$ cat src/rtl/fseq_pkg.sv
package fseq_pkg;

  typedef enum logic [1:0] {
    OP_READ  = 2'd0,
    OP_BUFWR = 2'd1,
    OP_PROG  = 2'd2,
    OP_NONE  = 2'd3
  } fseq_op_e;

  localparam int unsigned PAGE_W  = 12;
  localparam int unsigned COL_W   = 10;
  localparam int unsigned ADDR_W  = 24;
  localparam int unsigned FILL_W  = 32;
  localparam int unsigned FRAME_W = 8 + ADDR_W + FILL_W;
  localparam int unsigned CNT_W   = $clog2(FRAME_W + 1);

  function automatic logic [7:0] opcode_of(fseq_op_e op, logic bsel);
    case (op)
      OP_READ:  opcode_of = 8'h52;
      OP_BUFWR: opcode_of = bsel ? 8'h87 : 8'h84;
      OP_PROG:  opcode_of = bsel ? 8'h86 : 8'h83;
      default:  opcode_of = 8'h00;
    endcase
  endfunction

  // Left-aligned command frame; unused tail bits are zero.
  function automatic logic [FRAME_W-1:0] frame_of(fseq_op_e op, logic bsel,
                                                  logic [PAGE_W-1:0] page,
                                                  logic [COL_W-1:0] col);
    logic [ADDR_W-1:0] addr;
    case (op)
      OP_READ:  addr = {2'b00, page, col};
      OP_BUFWR: addr = {{(ADDR_W-COL_W){1'b0}}, col};
      default:  addr = {2'b00, page, {COL_W{1'b0}}};
    endcase
    frame_of = {opcode_of(op, bsel), addr, {FILL_W{1'b0}}};
  endfunction

  function automatic logic [CNT_W-1:0] frame_bits(fseq_op_e op);
    frame_bits = (op == OP_READ) ? CNT_W'(FRAME_W) : CNT_W'(8 + ADDR_W);
  endfunction

endpackage

$ cat src/rtl/fseq_bit_engine.sv
module fseq_bit_engine
  import fseq_pkg::*;
#(
  parameter int unsigned HALF_CYC = 2
) (
  input  logic               clk,
  input  logic               rst_n,
  input  logic               go_i,
  input  logic [FRAME_W-1:0] load_i,
  input  logic [CNT_W-1:0]   nbits_i,
  input  logic               miso_i,
  output logic               sck_o,
  output logic               mosi_o,
  output logic [7:0]         rx_o,
  output logic               done_o
);

  localparam int unsigned HC_W = (HALF_CYC > 1) ? $clog2(HALF_CYC) : 1;

  logic               active_q, active_d;
  logic               sck_q, sck_d;
  logic               done_q, done_d;
  logic [HC_W-1:0]    hcnt_q, hcnt_d;
  logic [CNT_W-1:0]   left_q, left_d;
  logic [FRAME_W-1:0] sreg_q, sreg_d;
  logic [7:0]         rx_q, rx_d;
  logic               half_end;

  assign half_end = (hcnt_q == HC_W'(HALF_CYC - 1));

  always_comb begin
    active_d = active_q;
    sck_d    = sck_q;
    hcnt_d   = hcnt_q;
    left_d   = left_q;
    sreg_d   = sreg_q;
    rx_d     = rx_q;
    done_d   = 1'b0;
    if (go_i && !active_q) begin
      active_d = 1'b1;
      sck_d    = 1'b0;
      hcnt_d   = '0;
      left_d   = nbits_i;
      sreg_d   = load_i;
    end else if (active_q) begin
      if (!half_end) begin
        hcnt_d = hcnt_q + HC_W'(1);
      end else begin
        hcnt_d = '0;
        if (!sck_q) begin
          sck_d = 1'b1;
          rx_d  = {rx_q[6:0], miso_i};
        end else begin
          sck_d  = 1'b0;
          sreg_d = {sreg_q[FRAME_W-2:0], 1'b0};
          left_d = left_q - CNT_W'(1);
          if (left_q == CNT_W'(1)) begin
            active_d = 1'b0;
            done_d   = 1'b1;
          end
        end
      end
    end
  end

  always_ff @(posedge clk or negedge rst_n) begin
    if (!rst_n) begin
      active_q <= 1'b0;
      sck_q    <= 1'b0;
      done_q   <= 1'b0;
      hcnt_q   <= '0;
      left_q   <= '0;
      sreg_q   <= '0;
      rx_q     <= '0;
    end else begin
      active_q <= active_d;
      sck_q    <= sck_d;
      done_q   <= done_d;
      hcnt_q   <= hcnt_d;
      left_q   <= left_d;
      sreg_q   <= sreg_d;
      rx_q     <= rx_d;
    end
  end

  assign sck_o  = sck_q;
  assign mosi_o = sreg_q[FRAME_W-1];
  assign rx_o   = rx_q;
  assign done_o = done_q;

  // the device-bound data bit may not move while the clock is high
  a_r8_mosi_steady: assert property (@(posedge clk) disable iff (!rst_n)
    (sck_q && $past(sck_q)) |-> $stable(mosi_o));

  // a finished burst leaves the clock low and the engine idle
  a_r8_done_clock_low: assert property (@(posedge clk) disable iff (!rst_n)
    done_q |-> (!sck_q && !active_q));

endmodule

$ cat src/rtl/flash_cmd_seq.sv
module flash_cmd_seq
  import fseq_pkg::*;
#(
  parameter int unsigned HALF_CYC = 2,
  parameter int unsigned LEN_W    = 8
) (
  input  logic             clk,
  input  logic             rst_n,
  input  logic             start_i,
  input  logic [1:0]       op_i,
  input  logic             buf_sel_i,
  input  logic [11:0]      page_i,
  input  logic [9:0]       byte_i,
  input  logic [LEN_W-1:0] len_i,
  input  logic             wr_valid_i,
  input  logic [7:0]       wr_data_i,
  output logic             wr_ready_o,
  output logic             rd_valid_o,
  output logic [7:0]       rd_data_o,
  output logic             busy_o,
  input  logic             flash_rdy_i,
  output logic             sck_o,
  output logic             mosi_o,
  input  logic             miso_i,
  output logic             cs_n_o
);

  typedef enum logic [2:0] {
    S_IDLE, S_WAIT, S_FRAME, S_RD, S_WRW, S_WR, S_END
  } seq_state_e;

  // reset: asserted at once, released through two flops
  logic [1:0] rsync_q;
  logic       rst_int_n;
  always_ff @(posedge clk or negedge rst_n) begin
    if (!rst_n) rsync_q <= 2'b00;
    else        rsync_q <= {rsync_q[0], 1'b1};
  end
  assign rst_int_n = rsync_q[1];

  seq_state_e         state_q, state_d;
  fseq_op_e           op_q, op_d;
  logic               bsel_q, bsel_d;
  logic [PAGE_W-1:0]  page_q, page_d;
  logic [COL_W-1:0]   col_q, col_d;
  logic [LEN_W-1:0]   cnt_q, cnt_d;
  logic               cs_n_q, cs_n_d;
  logic               rdv_q, rdv_d;
  logic [7:0]         rdd_q, rdd_d;

  logic               eng_go;
  logic [FRAME_W-1:0] eng_load;
  logic [CNT_W-1:0]   eng_nbits;
  logic [7:0]         eng_rx;
  logic               eng_done;

  always_comb begin
    state_d   = state_q;
    op_d      = op_q;
    bsel_d    = bsel_q;
    page_d    = page_q;
    col_d     = col_q;
    cnt_d     = cnt_q;
    cs_n_d    = cs_n_q;
    rdv_d     = 1'b0;
    rdd_d     = rdd_q;
    eng_go    = 1'b0;
    eng_load  = '0;
    eng_nbits = CNT_W'(8);
    case (state_q)
      S_IDLE: begin
        if (start_i && (fseq_op_e'(op_i) != OP_NONE)) begin
          op_d    = fseq_op_e'(op_i);
          bsel_d  = buf_sel_i;
          page_d  = page_i;
          col_d   = byte_i;
          cnt_d   = len_i;
          state_d = S_WAIT;
        end
      end
      S_WAIT: begin
        if (flash_rdy_i) begin
          eng_go    = 1'b1;
          eng_load  = frame_of(op_q, bsel_q, page_q, col_q);
          eng_nbits = frame_bits(op_q);
          cs_n_d    = 1'b0;
          state_d   = S_FRAME;
        end
      end
      S_FRAME: begin
        if (eng_done) begin
          if (op_q == OP_PROG || cnt_q == '0) begin
            cs_n_d  = 1'b1;
            state_d = S_END;
          end else if (op_q == OP_READ) begin
            eng_go  = 1'b1;
            state_d = S_RD;
          end else begin
            state_d = S_WRW;
          end
        end
      end
      S_RD: begin
        if (eng_done) begin
          rdv_d = 1'b1;
          rdd_d = eng_rx;
          cnt_d = cnt_q - LEN_W'(1);
          if (cnt_q == LEN_W'(1)) begin
            cs_n_d  = 1'b1;
            state_d = S_END;
          end else begin
            eng_go = 1'b1;
          end
        end
      end
      S_WRW: begin
        if (wr_valid_i) begin
          eng_go   = 1'b1;
          eng_load = {wr_data_i, {(FRAME_W-8){1'b0}}};
          state_d  = S_WR;
        end
      end
      S_WR: begin
        if (eng_done) begin
          cnt_d = cnt_q - LEN_W'(1);
          if (cnt_q == LEN_W'(1)) begin
            cs_n_d  = 1'b1;
            state_d = S_END;
          end else begin
            state_d = S_WRW;
          end
        end
      end
      default: state_d = S_IDLE;
    endcase
  end

  always_ff @(posedge clk or negedge rst_int_n) begin
    if (!rst_int_n) begin
      state_q <= S_IDLE;
      op_q    <= OP_READ;
      bsel_q  <= 1'b0;
      page_q  <= '0;
      col_q   <= '0;
      cnt_q   <= '0;
      cs_n_q  <= 1'b1;
      rdv_q   <= 1'b0;
      rdd_q   <= '0;
    end else begin
      state_q <= state_d;
      op_q    <= op_d;
      bsel_q  <= bsel_d;
      page_q  <= page_d;
      col_q   <= col_d;
      cnt_q   <= cnt_d;
      cs_n_q  <= cs_n_d;
      rdv_q   <= rdv_d;
      rdd_q   <= rdd_d;
    end
  end

  fseq_bit_engine #(.HALF_CYC(HALF_CYC)) u_engine (
    .clk     (clk),
    .rst_n   (rst_int_n),
    .go_i    (eng_go),
    .load_i  (eng_load),
    .nbits_i (eng_nbits),
    .miso_i  (miso_i),
    .sck_o   (sck_o),
    .mosi_o  (mosi_o),
    .rx_o    (eng_rx),
    .done_o  (eng_done)
  );

  assign cs_n_o     = cs_n_q;
  assign busy_o     = (state_q != S_IDLE);
  assign wr_ready_o = (state_q == S_WRW);
  assign rd_valid_o = rdv_q;
  assign rd_data_o  = rdd_q;

  // no clock edge toward a deselected device
  a_r8_clock_gated: assert property (@(posedge clk) disable iff (!rst_int_n)
    cs_n_o |-> !sck_o);

  // an idle sequencer never holds the device selected
  a_r1_idle_deselect: assert property (@(posedge clk) disable iff (!rst_int_n)
    !busy_o |-> cs_n_o);

  // write bytes are requested only inside a selected command
  a_r6_ready_in_cmd: assert property (@(posedge clk) disable iff (!rst_int_n)
    wr_ready_o |-> (busy_o && !cs_n_o));

  // each read byte is announced for a single cycle
  a_r5_valid_pulse: assert property (@(posedge clk) disable iff (!rst_int_n)
    rd_valid_o |=> !rd_valid_o);

  // waiting for the device keeps it deselected
  a_r9_wait_deselect: assert property (@(posedge clk) disable iff (!rst_int_n)
    (state_q == S_WAIT) |-> (cs_n_o && !sck_o));

endmodule

$ cat config.mk
export PLATFORM = sky130hd
export DESIGN_NAME = flash_cmd_seq
export DESIGN_NICKNAME = d
export VERILOG_FILES = /design/src/rtl/fseq_pkg.sv /design/src/rtl/fseq_bit_engine.sv /design/src/rtl/flash_cmd_seq.sv
export SDC_FILE = /design/constraint.sdc
export NUM_CORES = 1
export LEC_CHECK = 0
export ABC_AREA = 1
export ABC_CLOCK_PERIOD_IN_PS = 3300
export BUFFER_PORTS_ARGS = -buffer_cell sky130_fd_sc_hd__buf_4
export CELL_PAD_IN_SITES_DETAIL_PLACEMENT = 1
export CELL_PAD_IN_SITES_GLOBAL_PLACEMENT = 1
export CORE_MARGIN = 2
export CORE_UTILIZATION = 44
export DETAILED_ROUTE_END_ITERATION = 16
export GPL_TIMING_DRIVEN = 0
export PLACE_DENSITY_LB_ADDON = 0.1
export SLEW_MARGIN = 30
export SYNTH_ARGS = -nofsm -noshare
export SYNTH_HDL_FRONTEND = slang
export SYNTH_SLANG_ARGS = --single-unit
$ cat constraint.sdc
create_clock -name clk -period 3.3 [get_ports clk]
set_input_delay 0.33 -clock clk [delete_from_list [all_inputs] [get_ports clk]]
set_output_delay 0.33 -clock clk [all_outputs]
set_load 0.05 [all_outputs]
# [Word level (Yosys, flattened, before mapping)]
# Cells that the tools add are included.
[word_totals] regBits=131 inputBits=47 wordCells=129
[classes] n_mux=65 eq_ne=20 bitwise_logic=2 add_sub_neg=3 n_reduce_logical=22
[op_table] operator="$mux W64" n=6
[op_table] operator="$pmux W64 S2" n=1
[op_table] operator="$mux W7" n=7
[op_table] operator="$pmux W22 S2" n=1
[op_table] operator="$mux W1" n=31
[op_table] operator="$mux W3" n=10
[op_table] operator="$pmux W8 S3" n=1
[op_table] operator="$pmux W3 S6" n=1
[op_table] operator="$mux W8" n=2
[op_table] operator="$pmux W8 S2" n=1
[op_table] operator="$ne A2 B2 Y1 const B" n=6
[op_table] operator="$ne A2 B1 Y1 const B" n=5
[op_table] operator="$eq A8 B1 Y1 const B" n=1
[op_table] operator="$logic_not A8 Y1" n=1
[op_table] operator="$reduce_bool A2 Y1" n=4
[op_table] operator="$sub A8 B1 Y8 const B" n=1
[op_table] operator="$eq A7 B1 Y1 const B" n=1
[op_table] operator="$reduce_and A7 Y1" n=1
[op_table] operator="$sub A7 B1 Y7 const B" n=1
[op_table] operator="$eq A3 B2 Y1 const B" n=2
[op_table] operator="$eq A3 B3 Y1 const B" n=2
[op_table] operator="$reduce_and A2 Y1" n=3
[op_table] operator="$reduce_and A3 Y1" n=2
[op_table] operator="$reduce_and A6 Y1" n=1
[op_table] operator="16 further kinds" n=20

# [Depth between registers and ports, before layout]
# Gate-level depths: netlist (run 1).
[depth] word_depth=8 depth_mapped=14 depth_no_buf=13

# [Modules after synthesis]
# A second synthesis (run 1) with hierarchy kept.
[unflattened] hier_cells=816 area_unflattened_um2=6426.2
[modules_own_cells] mod="fseq_bit_engine" seq_area_each_um2=2077.0 area_per_inst_um2=3693.5 cells_each=442 instances=1
[modules_own_cells] mod="flash_cmd_seq" seq_area_each_um2=1202.4 area_per_inst_um2=2732.6 cells_each=374 instances=1

# [Least setup slack after synthesis (run 1)]
# OpenSTA, ideal clock, no wires.
[synth_timing] path_type="register -> register" from="register state_q[0]" to="register col_q[4]" path_slack_ps=1341 stages_incl_launch_ff=7 arrival_time_ps=1834 path_buffers=2 setup_time_ps=125 required_time_ps=3175 path_cell_list="dfrtp_1 nor2_1 nand2_1 nor2_1 buf_2 buf_4 mux2_2"
[synth_via] elab_chain_len=2
[synth_rtl] element="start, declared" line_no="flash_cmd_seq.sv:41" source="seq_state_e state_q, state_d;"
[synth_rtl] element="start signal, assigned" line_no="flash_cmd_seq.sv:150" source="state_q <= state_d;"
[synth_rtl] element="$logic_not A3 Y1" line_no="flash_cmd_seq.sv:70" source="case (state_q)"
[synth_rtl] element="$reduce_and A2 Y1 (no line)"
[synth_rtl] element="end signal, assigned" line_no="flash_cmd_seq.sv:154" source="col_q <= col_d;"
[synth_rtl] element="end, declared" line_no="flash_cmd_seq.sv:45" source="logic [COL_W-1:0] col_q, col_d;"
# No other way between the ends.
# A chain may end at the register's enable or synchronous reset.

# [Worst setup path after layout (run 1)]
[layout_timing] from="register op_q[0]" to="register u_engine.sreg_q[44]"
[layout_via] elab_chain_len=8 elab_cells_between_ends=17
[layout_rtl] element="start, declared" line_no="flash_cmd_seq.sv:42" source="fseq_op_e op_q, op_d;"
[layout_rtl] element="start signal, assigned" line_no="flash_cmd_seq.sv:151" source="op_q <= op_d;"
[layout_rtl] element="$logic_not A2 Y1 / $eq A2 B2 Y1 (equally long branches)" line_no="fseq_pkg.sv:31, flash_cmd_seq.sv:95, flash_cmd_seq.sv:92"
[layout_rtl] element="$mux W1 / $logic_or A1 B1 Y1 (equally long branches)" line_no="flash_cmd_seq.sv:95, flash_cmd_seq.sv:92"
[layout_rtl] element="$mux W1" line_no="flash_cmd_seq.sv:92" source="if (op_q == OP_PROG || cnt_q == '0) begin"
[layout_rtl] element="$mux W1" line_no="flash_cmd_seq.sv:91" source="if (eng_done) begin"
[layout_rtl] element="$pmux W1 S4" line_no="flash_cmd_seq.sv:70"
[layout_rtl] element="$logic_and A1 B1 Y1" line_no="fseq_bit_engine.sv:39" source="if (go_i && !active_q) begin"
[layout_rtl] element="$reduce_bool A2 Y1 (no line)"
[layout_rtl] element="$reduce_and A3 Y1 (no line)"
[layout_rtl] element="end signal, assigned" line_no="fseq_bit_engine.sv:81" source="sreg_q <= sreg_d;"
[layout_rtl] element="end, declared" line_no="fseq_bit_engine.sv:25" source="logic [FRAME_W-1:0] sreg_q, sreg_d;"
# Parallel ways exist; a longest one is shown, timed or not.

==> impl_metrics.csv, run 1 <==
group,metric,value,unit
setup_path,worst-setup-path-type,"reg2reg",
status,status,"finished, final reports clean",
min_path,hold_class,"in2reg",
cts,clk_latency,0.36,ns
setup_path,critical_path.max_fanout,10,
power_and_ir_drop,seqPwrFrac,39.1,%
setup_path,critPathMostFrequentCell,"nand2_1",
power_and_ir_drop,intPower,2.60,mW
detailed_routing,vias_per_cell,5.27,
final_layout,antenna_cells,0,
setup_path,critPathLaunchType,"register",
detailed_routing,num_vias,4473,
setup_path,crit_slowest_cell,"a21oi_1",
yosys,synthMuxAreaShare,4.77,%
timing,finalSetupViolCount,0,
power_and_ir_drop,powerDensity,671,nW/um^2
die,die_w,112,um
die,rows,39,
final_layout,fillers,1395,
power_and_ir_drop,total_power,4.14,mW
setup_path,path_buf_inv,3,
setup_path,cpPeakStageDelay,0.45,ns
cts,clk_path_buf_depth,2,
place,gp_congestion,0.851,
power_and_ir_drop,swShare,37.2,%
setup_path,critical_path_arrival,2.41,ns
yosys,synth_edf_count,0,
timing,rsz0062_at_grt,"false",
final_layout,final_common_cell,"nand2_1",
final_layout,syn2layout_area_growth,19.6,%
yosys,synth_ff_type,"dfrtp_1",
flow_run,cap_viol_max_count,0,
grt,antenna_found_initial,0,
timing,fin_setup_tns,0,ns
grt,grt_pass1_wl,23700,um
die,dieArea,12600,sq um
final_layout,nets,756,
cts,cts_setup_buffers,0,
die,die_y,112,um
yosys,ys_types,39,
yosys,synth_nets,682,
timing,worst_slew_margin_rel,62.6,%
place,port_buffers,60,
power_and_ir_drop,p_leak,3.08,nW
yosys,ys_seq_area_share,48.0,%
power_and_ir_drop,power_switching,1.54,mW
yosys,ys_ff_latch,99,
detailed_routing,routed_wl,13800,um
grt,overflow,0,
timing,finalMaxSlewViolations,0,
cts,numCtsBuffers,9,
power_and_ir_drop,clockPowerShare,27.2,%
detailed_routing,drtPass1Iterations,4,
detailed_routing,drt_iter0_markers,211,
grt,track_usage,23.6,%
cts,htree_levels,3,
setup_path,end_kind,"register",
timing,fmax,474,MHz
timing,hold_violations,0,
yosys,synthAdderAreaFrac,2.18,%
timing,tightest_slew,0.559,ns
final_layout,drive_gt1_share,22.1,%
die,core,11400,sq um
yosys,netlist_area,5160,sq um
detailed_routing,avgRoutedWirePerCell,16.3,um
yosys,synth_top_family_by_area,"simple AND/OR/NAND/NOR gates",
yosys,synth_compound_area_share,7.51,%
place,dp_hpwl,10000,um
grt,grt_pass1_vias,4834,
cts,cts_tree,"done",
detailed_routing,final_antenna_net_count,0,
yosys,synth_xor_area_share,0.679,%
timing,min_period_over_period,63.9,%
setup_path,critical_path_required,3.60,ns
yosys,synthArstFlopShare,100,%
timing,period_needed,2.11,ns
final_layout,layout_common_cells,"nand2_1 (213), dfrtp_1 (97), nand3_1 (67), buf_4 (62), inv_1 (40)",
grt,grt_max_degree,43,
cts,clk_pin_slew_worst_paths,0.07,ns
power_and_ir_drop,ir_worst_vdd,0.473,mV
yosys,yosys.area_share.simple,29.7,%
yosys,synth_cells,626,
detailed_routing,drc,0,
die,start_util,45.2,%
timing,fin_worst_skew,0.00805,ns
cts,root_buffer,"clkbuf_16",
cts,cts.sinks,99,
die,ios,61,
setup_path,cp_top_family,"buffers and inverters",
yosys,avgSynthCellArea,8.25,sq um
setup_path,worstPathCellList,"inv_1, ha_1, inv_1, a21oi_1, buf_2, nand2_1, nand3_1, nand2_1, nand2_1",
power_and_ir_drop,p_comb_share,33.7,%
yosys,ys_warn_count,0,
## area by class of cell
| class | count | area [sq um] | area share, % |
|---|---|---|---|
| timing repair buffer | 63 | 508 | 8.23 |
| multi-input combinational | 448 | 2320 | 37.5 |
| clock inverter | 6 | 82.6 | 1.34 |
| sequential | 99 | 2480 | 40.2 |
| buffer | 30 | 181 | 2.94 |
| inverter | 49 | 184 | 2.98 |
| clock buffer | 10 | 239 | 3.87 |
| tap | 143 | 179 | 2.90 |
## worst min-delay path: cells and delay by family
kind | cells | cell delay [ns]
AND/OR/NAND/NOR | 1 | 0.04
buffers and inverters | 1 | 0.08
AO/OA/AOI/OAI | 1 | 0.06
## worst paths after layout
| check | startpoint | end | slack, ns | cells after the start |
|---|---|---|---|---|
| worst min-delay path | byte_i[0] | col_q[0] | 0.19 | 3 |
| max in group asynchronous | rsync_q[1] | u_engine.sreg_q[60] | 2.25 | 2 |
| worst min register to register | rsync_q[1] | u_engine.rx_o[5] | 0.27 | 0 |
| worst max register to register | op_q[0] | u_engine.sreg_q[44] | 1.19 | 9 |
| min in group asynchronous | rsync_q[1] | u_engine.rx_o[5] | 0.27 | 0 |
| worst max-delay path | op_q[0] | u_engine.sreg_q[44] | 1.19 | 9 |
## cells by family after synthesis
group                      after synthesis
AOI/OAI and AO/OA                       70
xor gates and xnor gates                 4
adders and majority gates                9
buffers and inverters                   79
DFF                                     99
muxes                                   22
other                                    1
and+or+nand+nor                        342
## power by group through the flow
stage / Sequential (mW) / Clock [mW] / Combinational, mW
floorplan: 1.62 / 0 / 0.989
global placement: 1.65 / 0 / 1.30
detailed placement: 1.65 / 0 / 1.39
CTS: 1.62 / 1.16 / 1.40
global route: 1.65 / 1.20 / 1.58
finish: 1.62 / 1.13 / 1.39
## through the flow
step                      setup WS, ns  hold slack (ns)  instance area (sq um)  utilization (%)  instances
after floorplan                  0.340           0.0344                   5160                -        626
after global placement          -0.960            0.112                   5790             50.7        829
after detailed placement          1.31            0.114                   5840             51.2        831
after CTS                         1.20            0.179                   6170             54.1        848
after global routing             0.981            0.194                   6170             54.1        848
final                             1.19            0.189                   6170             54.1        848
## cell usage after synthesis (3+ instances only)
cell	count	share of area (%)
inv_1	40	2.9
inv_2	8	0.58
nor3_1	5	0.48
nand2_1	213	15
nand3_2	12	2.3
o21ai_0	37	3.6
buf_2	12	1.2
or2_2	3	0.36
nor2_1	29	2.1
nand3_1	67	6.5
mux2_2	21	4.6
ha_1	9	2.2
o21ai_1	7	0.68
dfrtp_1	98	48
a22oi_1	4	0.58
buf_6	4	0.87
nor2_4	3	0.65
a21oi_1	12	1.2
clkbuf_1	11	0.80
nand2_4	3	0.65
## flip-flops by register name, indices dropped and copies added (netlist names)
register / count
rd_data_o: 8
u_engine.left_q: 7
u_engine.half_end: 1
rd_valid_o: 1
u_engine.rx_o: 8
u_engine.sreg_q: 32
rsync_q: 2
page_q: 12
u_engine.sck_o: 1
u_engine.active_q: 1
op_q: 2
cnt_q: 8
cs_n_o: 1
bsel_q: 1
u_engine.done_o: 1
col_q: 10
state_q: 3
## what timing repair did
| action | 4_1_cts | 5_1_grt |
|---|---|---|
| setup endpoints to repair | 0 | 0 |
| hold buffers | 1 | 0 |
| hold endpoints to repair | 2 | 0 |
| gates resized for setup | 0 | 0 |
## metal layers
metal	global-route usage [%]	part of all wire, %
met5	0	0
met4	8.05	2.1
met3	4.48	3.1
met2	41.4	52
met1	29.2	43
Note: power is estimated with default switching activity, not from simulation.
==> inputs of run 2 (changes only) <==
--- a/config.mk
+++ b/config.mk
@@ -6,7 +6,7 @@
 export NUM_CORES = 1
 export LEC_CHECK = 0
 export ABC_AREA = 1
-export ABC_CLOCK_PERIOD_IN_PS = 3300
+export ABC_CLOCK_PERIOD_IN_PS = 2200
 export BUFFER_PORTS_ARGS = -buffer_cell sky130_fd_sc_hd__buf_4
 export CELL_PAD_IN_SITES_DETAIL_PLACEMENT = 1
 export CELL_PAD_IN_SITES_GLOBAL_PLACEMENT = 1
==> constraint.sdc (replaced) <==
create_clock -name clk -period 2.2 [get_ports clk]
set_input_delay 0.22 -clock clk [delete_from_list [all_inputs] [get_ports clk]]
set_output_delay 0.22 -clock clk [all_outputs]
set_load 0.05 [all_outputs]
==> run 2 against run 1 <==
Against the previous run:
- total power rose by 45%
- sequential cell count is the same
- largest power group unchanged
- worst setup slack worse by 1.0 ns
- cell area decreased by 0.77%
- count of clock-buffer cells in the layout is the same
- critical path depth decreased by 3
- highest routed layer unchanged
- first-iteration DRC count shrank 18%
- sequential power grew 50%
- wire length is 3.8% lower
- final cell count is 0.12% lower
- global-route usage down 0.93 points
==> impl_metrics.csv, run 2 (synthesis gave the netlist of run 1 again) <==
group,metric,value,unit
status,status,"finished, final reports clean",
timing,tightest_slew,0.552,ns
power_and_ir_drop,swShare,37.7,%
timing,finalSetupViolCount,0,
timing,worst_slew_margin_rel,63.1,%
cts,root_buffer,"clkbuf_16",
setup_path,crit-reg2reg-capture,"col_q[4]",
power_and_ir_drop,powerDensity,978,nW/um^2
setup_path,critical_path_required,2.45,ns
final_layout,antenna_cells,0,
final_layout,reg.largest.list,"u_engine.sreg_q: 32 flops, page_q: 12 flops, col_q: 10 flops",
power_and_ir_drop,ir_worst_vdd,0.679,mV
place,gp_congestion,0.856,
final_layout,syn2layout_area_growth,18.7,%
cts,clk_latency,0.36,ns
die,die_w,112,um
setup_path,r2r_start,"state_q[0]",
timing,min_period_over_period,92.6,%
power_and_ir_drop,power_switching,2.26,mW
die,start_util,45.2,%
min_path,worstHoldStart,"byte_i[0]",
grt,grt_pass1_wl,23000,um
detailed_routing,num_vias,4422,
grt,antenna_found_initial,0,
setup_path,worstPathCellList,"nor2_1, nand2_1, nor2_1, buf_2, buf_4, mux2_2",
final_layout,final_util,53.7,%
cts,numCtsBuffers,9,
final_layout,drive_gt1_share,22.0,%
power_and_ir_drop,p_leak,3.06,nW
cts,cts.sinks,99,
min_path,hold_class,"in2reg",
final_layout,final_cells,847,
timing,fin_setup_tns,0,ns
die,die_y,112,um
cts,cts_setup_buffers,0,
setup_path,worst-setup-path-type,"reg2reg",
place,port_buffers,60,
timing,holdWs,0.0726,ns
detailed_routing,vias_per_cell,5.22,
grt,track_usage,22.6,%
setup_path,cpPeakStageDelay,0.45,ns
die,dieArea,12600,sq um
grt,overflow,0,
setup_path,critical_path.max_fanout,10,
timing,fin_worst_skew,0.00787,ns
detailed_routing,drc,0,
power_and_ir_drop,clockPowerShare,24.7,%
power_and_ir_drop,intPower,3.74,mW
power_and_ir_drop,total_power,5.99,mW
detailed_routing,routed_wl,13300,um
power_and_ir_drop,p_comb_share,34.7,%
place,dpl.cell_count,831,
flow_run,cap_viol_max_count,0,
place,dp_hpwl,9900,um
min_path,hold-path-cell-count,3,
detailed_routing,avgRoutedWirePerCell,15.7,um
setup_path,end_kind,"register",
grt,grt_pass1_vias,4806,
final_layout,regMostFlops,"u_engine.sreg_q",
cts,cts_tree,"done",
timing,fmax,491,MHz
die,ios,61,
setup_path,critPathLaunchType,"register",
detailed_routing,final_antenna_net_count,0,
cts,clk_path_buf_depth,2,
timing,finalMaxSlewViolations,0,
power_and_ir_drop,seqPwrFrac,40.6,%
timing,rsz0062_at_grt,"false",
cts,clk_pin_slew_worst_paths,0.07,ns
die,core,11400,sq um
setup_path,rrSetupSlack,0.16,ns
final_layout,final_common_cell,"nand2_1",
setup_path,critical_path_arrival,2.28,ns
cts,htree_levels,3,
timing,period_needed,2.04,ns
final_layout,nets,756,
final_layout,layout_common_cells,"nand2_1 (213), dfrtp_1 (97), nand3_1 (67), buf_4 (62), inv_1 (40)",
final_layout,largest_reg_flops,32,
setup_path,reg2reg_depth,6,
timing,hold_violations,0,
detailed_routing,drtPass1Iterations,4,
setup_path,crit_slowest_cell,"dfrtp_1",
min_path,min_to,"col_q[0]",
die,rows,39,
grt,grt_max_degree,43,
setup_path,critPathMostFrequentCell,"nor2_1",
detailed_routing,drt_iter0_markers,173,
==> run 2: changes by cell type in the layout (fill, tap and decap cells not counted), sizes merged <==
| cell | change |
|---|---|
| buf | -1 |
| bufinv | -1 |
| clkbuf | +1 |
==> run 2: final cells by class <==
class                      instances  area [sq um]
fill                            1407          5290
sequential                        99          2480
multi-input combinational        448          2320
timing repair buffer              63           508
clock buffer                      10           229
buffer                            30           184
inverter                          49           184
tap                              143           179
clock inverter                     5          38.8
==> run 2: metrics by stage <==
step | worst slack [ns] | area [sq um]
2_1_floorplan | 0.241 | 5160
3_3_place_gp | -0.160 | 5790
3_5_place_dp | 0.160 | 5840
4_1_cts | 0.121 | 6120
5_1_grt | 0.00591 | 6130
6_report | 0.162 | 6130
==> run 2: critical path, delay by kind of cell, from the launching register on <==
family	cells	cell delay, ns
multiplexers	1	0.34
AND/OR/NAND/NOR	3	0.58
flip-flops	1	0.45
buffers and inverters	2	0.55
==> run 2: power by group through the flow <==
stage          Sequential (mW)  Clock, mW  Combinational (mW)
3_5_place_dp              2.47          0                2.08
3_3_place_gp              2.47          0                1.95
6_report                  2.43       1.48                2.08
4_1_cts                   2.43       1.53                2.09
2_1_floorplan             2.44          0                1.48
5_1_grt                   2.48       1.58                2.33
==> run 2: worst max-delay path by stage <==
stage                           from             endpoint  slack, ns  cells after the start
final                     state_q[0]             col_q[4]       0.16                      6
after global routing        cnt_q[0]  u_engine.sreg_q[62]      0.006                     14
after CTS                    op_q[0]  u_engine.sreg_q[50]       0.12                      9
after detailed placement     op_q[0]  u_engine.sreg_q[50]       0.16                      9
after global placement    rsync_q[1]  u_engine.sreg_q[59]      -0.16                      0
after floorplan           state_q[0]             col_q[4]       0.24                      6
==> run 2: per-layer routing <==
| layer | share of wire [%] | up-vias | GRT usage (%) |
|---|---|---|---|
| li1 | - | 2165 | - |
| met1 | 45 | 2171 | 29.2 |
| met2 | 50 | 70 | 38.3 |
| met3 | 3.8 | 16 | 5.89 |
| met4 | 1.5 | 0 | 5.69 |
| met5 | 0 | - | 0 |
==> run 2: repair_timing <==
item                                    CTS  global route
endpoints found under the hold margin     2             0
endpoints found under the setup margin    0            10
hold buffers                              1             0
resized for setup                         0             2
==> inputs of run 3 (changes only) <==
--- a/config.mk
+++ b/config.mk
@@ -7,12 +7,13 @@
 export LEC_CHECK = 0
 export ABC_AREA = 1
 export ABC_CLOCK_PERIOD_IN_PS = 2200
-export BUFFER_PORTS_ARGS = -buffer_cell sky130_fd_sc_hd__buf_4
 export CELL_PAD_IN_SITES_DETAIL_PLACEMENT = 1
 export CELL_PAD_IN_SITES_GLOBAL_PLACEMENT = 1
 export CORE_MARGIN = 2
-export CORE_UTILIZATION = 44
+export CORE_UTILIZATION = 48
+export CTS_BUF_LIST = sky130_fd_sc_hd__clkbuf_4 sky130_fd_sc_hd__clkbuf_8 sky130_fd_sc_hd__clkbuf_16
 export DETAILED_ROUTE_END_ITERATION = 16
+export DONT_BUFFER_PORTS = 1
 export GPL_TIMING_DRIVEN = 0
 export PLACE_DENSITY_LB_ADDON = 0.1
 export SLEW_MARGIN = 30
==> run 3 against run 2 <==
Against the previous run:
- register-to-register slack worse by 0.03 ns
- total power down 4.0%
- global-route usage up 3.4 points
- worst hold slack worse by 0.054 ns
- core utilization up 3.0 points
- die area down 8.0%
- sequential power up 2%
- sequential cell count unchanged
- fmax down 1.7%
- combinational power down 2%
- critical path depth unchanged
- final cell count down 4.7%
==> impl_metrics.csv, run 3 (synthesis gave the netlist of run 1 again) <==
group,metric,value,unit
setup_path,critPathMostFrequentCell,"nor2_1",
detailed_routing,drt_iter0_markers,199,
setup_path,cp_top_family,"simple AND/OR/NAND/NOR gates",
grt,use_met1,32.3,%
setup_path,end_kind,"register",
detailed_routing,num_vias,4367,
detailed_routing,routed_wl,13900,um
timing,fmax,482,MHz
cts,clk_path_buf_depth,2,
die,rows,37,
setup_path,worst-setup-path-type,"reg2reg",
cts,numCtsBuffers,9,
grt,overflow,0,
die,die_y,108,um
timing,tightest_slew,0.567,ns
grt,antenna_found_initial,0,
power_and_ir_drop,powerDensity,978,nW/um^2
grt,grt_use_met3,4.30,%
final_layout,syn2layout_area_growth,13.9,%
detailed_routing,drc,0,
setup_path,crit_slowest_cell,"dfrtp_1",
timing,rsz0062_at_grt,"false",
timing,period_needed,2.07,ns
detailed_routing,final_antenna_net_count,0,
cts,cts_tree,"done",
timing,finalSetupViolCount,0,
grt,grt_pass1_wl,23600,um
final_layout,largest_reg_flops,32,
setup_path,r2r_start,"state_q[0]",
final_layout,nets,722,
final_layout,drive_gt1_share,14.8,%
grt,grt_max_degree,46,
place,dp_hpwl,9680,um
grt,busiest_layer,"met2",
die,dieArea,11600,sq um
die,core,10400,sq um
setup_path,critical_path_required,2.46,ns
place,gp_congestion,0.860,
min_path,worstHoldStart,"miso_i",
status,status,"finished, final reports clean",
setup_path,cpPeakStageDelay,0.46,ns
die,die_w,108,um
power_and_ir_drop,ir_worst_vdd,0.543,mV
cts,cts.sinks,99,
timing,fin_setup_tns,0,ns
detailed_routing,avgRoutedWirePerCell,17.3,um
final_layout,seq_area,2480,sq um
min_path,hold_class,"in2reg",
die,ios,61,
final_layout,layout_common_cells,"nand2_1 (212), dfrtp_1 (96), nand3_1 (67), inv_1 (40), o21ai_0 (37)",
setup_path,critPathLaunchType,"register",
final_layout,multi_input_area,2330,sq um
cts,htree_levels,3,
timing,hold_violations,0,
timing,finalMaxSlewViolations,0,
detailed_routing,vias_per_cell,5.41,
cts,clk_latency,0.37,ns
grt,grt_pass1_vias,4788,
timing,holdWs,0.0188,ns
final_layout,antenna_cells,0,
cts,clk_pin_slew_worst_paths,0.10,ns
final_layout,reg.largest.list,"u_engine.sreg_q: 32 flops, page_q: 12 flops, col_q: 10 flops",
cts,root_buffer,"clkbuf_8",
timing,fin_worst_skew,0.0107,ns
flow_run,cap_viol_max_count,0,
setup_path,critPathLaunch,"state_q[0]",
setup_path,critical_path.max_fanout,10,
final_layout,regMostFlops,"u_engine.sreg_q",
place,port_buffers,0,
setup_path,path_buf_inv,2,
die,start_util,49.8,%
setup_path,critical_path_arrival,2.34,ns
setup_path,worstPathCellList,"nor2_1, nand2_4, nor2_1, clkbuf_4, buf_4, mux2_2",
power_and_ir_drop,p_leak,2.85,nW
setup_path,rrSetupSlack,0.13,ns
detailed_routing,drtPass1Iterations,4,
grt,track_usage,26.0,%
final_layout,fillers,1265,
timing,min_period_over_period,94.2,%
final_layout,final_common_cell,"nand2_1",
grt,met2_usage,46.4,%
timing,worst_slew_margin_rel,62.1,%
-- run 3: changes by cell type in the layout (fill, tap and decap cells not counted), sizes merged --
| cell | delta |
|---|---|
| buf | -60 |
| bufinv | +1 |
| clkbuf | -1 |
| clkinvlp | -1 |
| dlygate4sd3 | +26 |
| inv | +2 |
-- run 3: metal layers --
metal  share of wire [%]  vias to the layer above  wire length [um]
met5                   0                        -                 0
met4                 1.7                        0               235
met3                 2.5                       21               353
met2                  51                       65              7140
met1                  44                     2184              6200
li1                    -                     2097                 -
-- run 3: repair_timing --
action / 4_1_cts / 5_1_grt
hold buffers: 27 / 0
setup endpoints to repair: 28 / 12
setup buffers: 0 / 0
hold endpoints to repair: 28 / 0
resized for setup: 2 / 4
-- run 3: cell type report --
type                       instances  area share (%)
clock buffer                       9            2.11
tap                              136            2.89
sequential                        99            42.2
inverter                          49            3.13
buffer                            30            3.13
timing repair buffer              29            5.41
clock inverter                     7            1.38
multi-input combinational        448            39.7
-- run 3: path summary, 6_finish.rpt --
check	cells past startpoint	to
setup / recovery	6	col_q[4]
hold / removal	2	u_engine.rx_o[0]
setup reg to reg	6	col_q[4]
hold reg to reg	0	col_q[6]
max in group asynchronous	1	cs_n_o
min in group asynchronous	1	rsync_q[0]
-- run 3: through the flow --
stage / cell area (sq um) / setup WS (ns) / cells / total power [mW] / util [%]
6_report: 5880 / 0.127 / 807 / 5.75 / 56.7
5_1_grt: 5880 / 0.00261 / 807 / 6.13 / 56.7
4_1_cts: 5860 / 0.0181 / 807 / 5.74 / 56.5
3_5_place_dp: 5380 / -0.156 / 764 / 4.44 / 51.9
3_3_place_gp: 5330 / -0.175 / 762 / 4.32 / 51.4
2_1_floorplan: 5160 / 0.241 / 626 / 3.92 / -
-- run 3: report_power, final --
part           total, mW  switching, mW  internal [mW]
Sequential          2.47          0.284           2.19
Clock               1.25          0.705          0.547
Combinational       2.03           1.29          0.740
Total               5.75           2.28           3.47
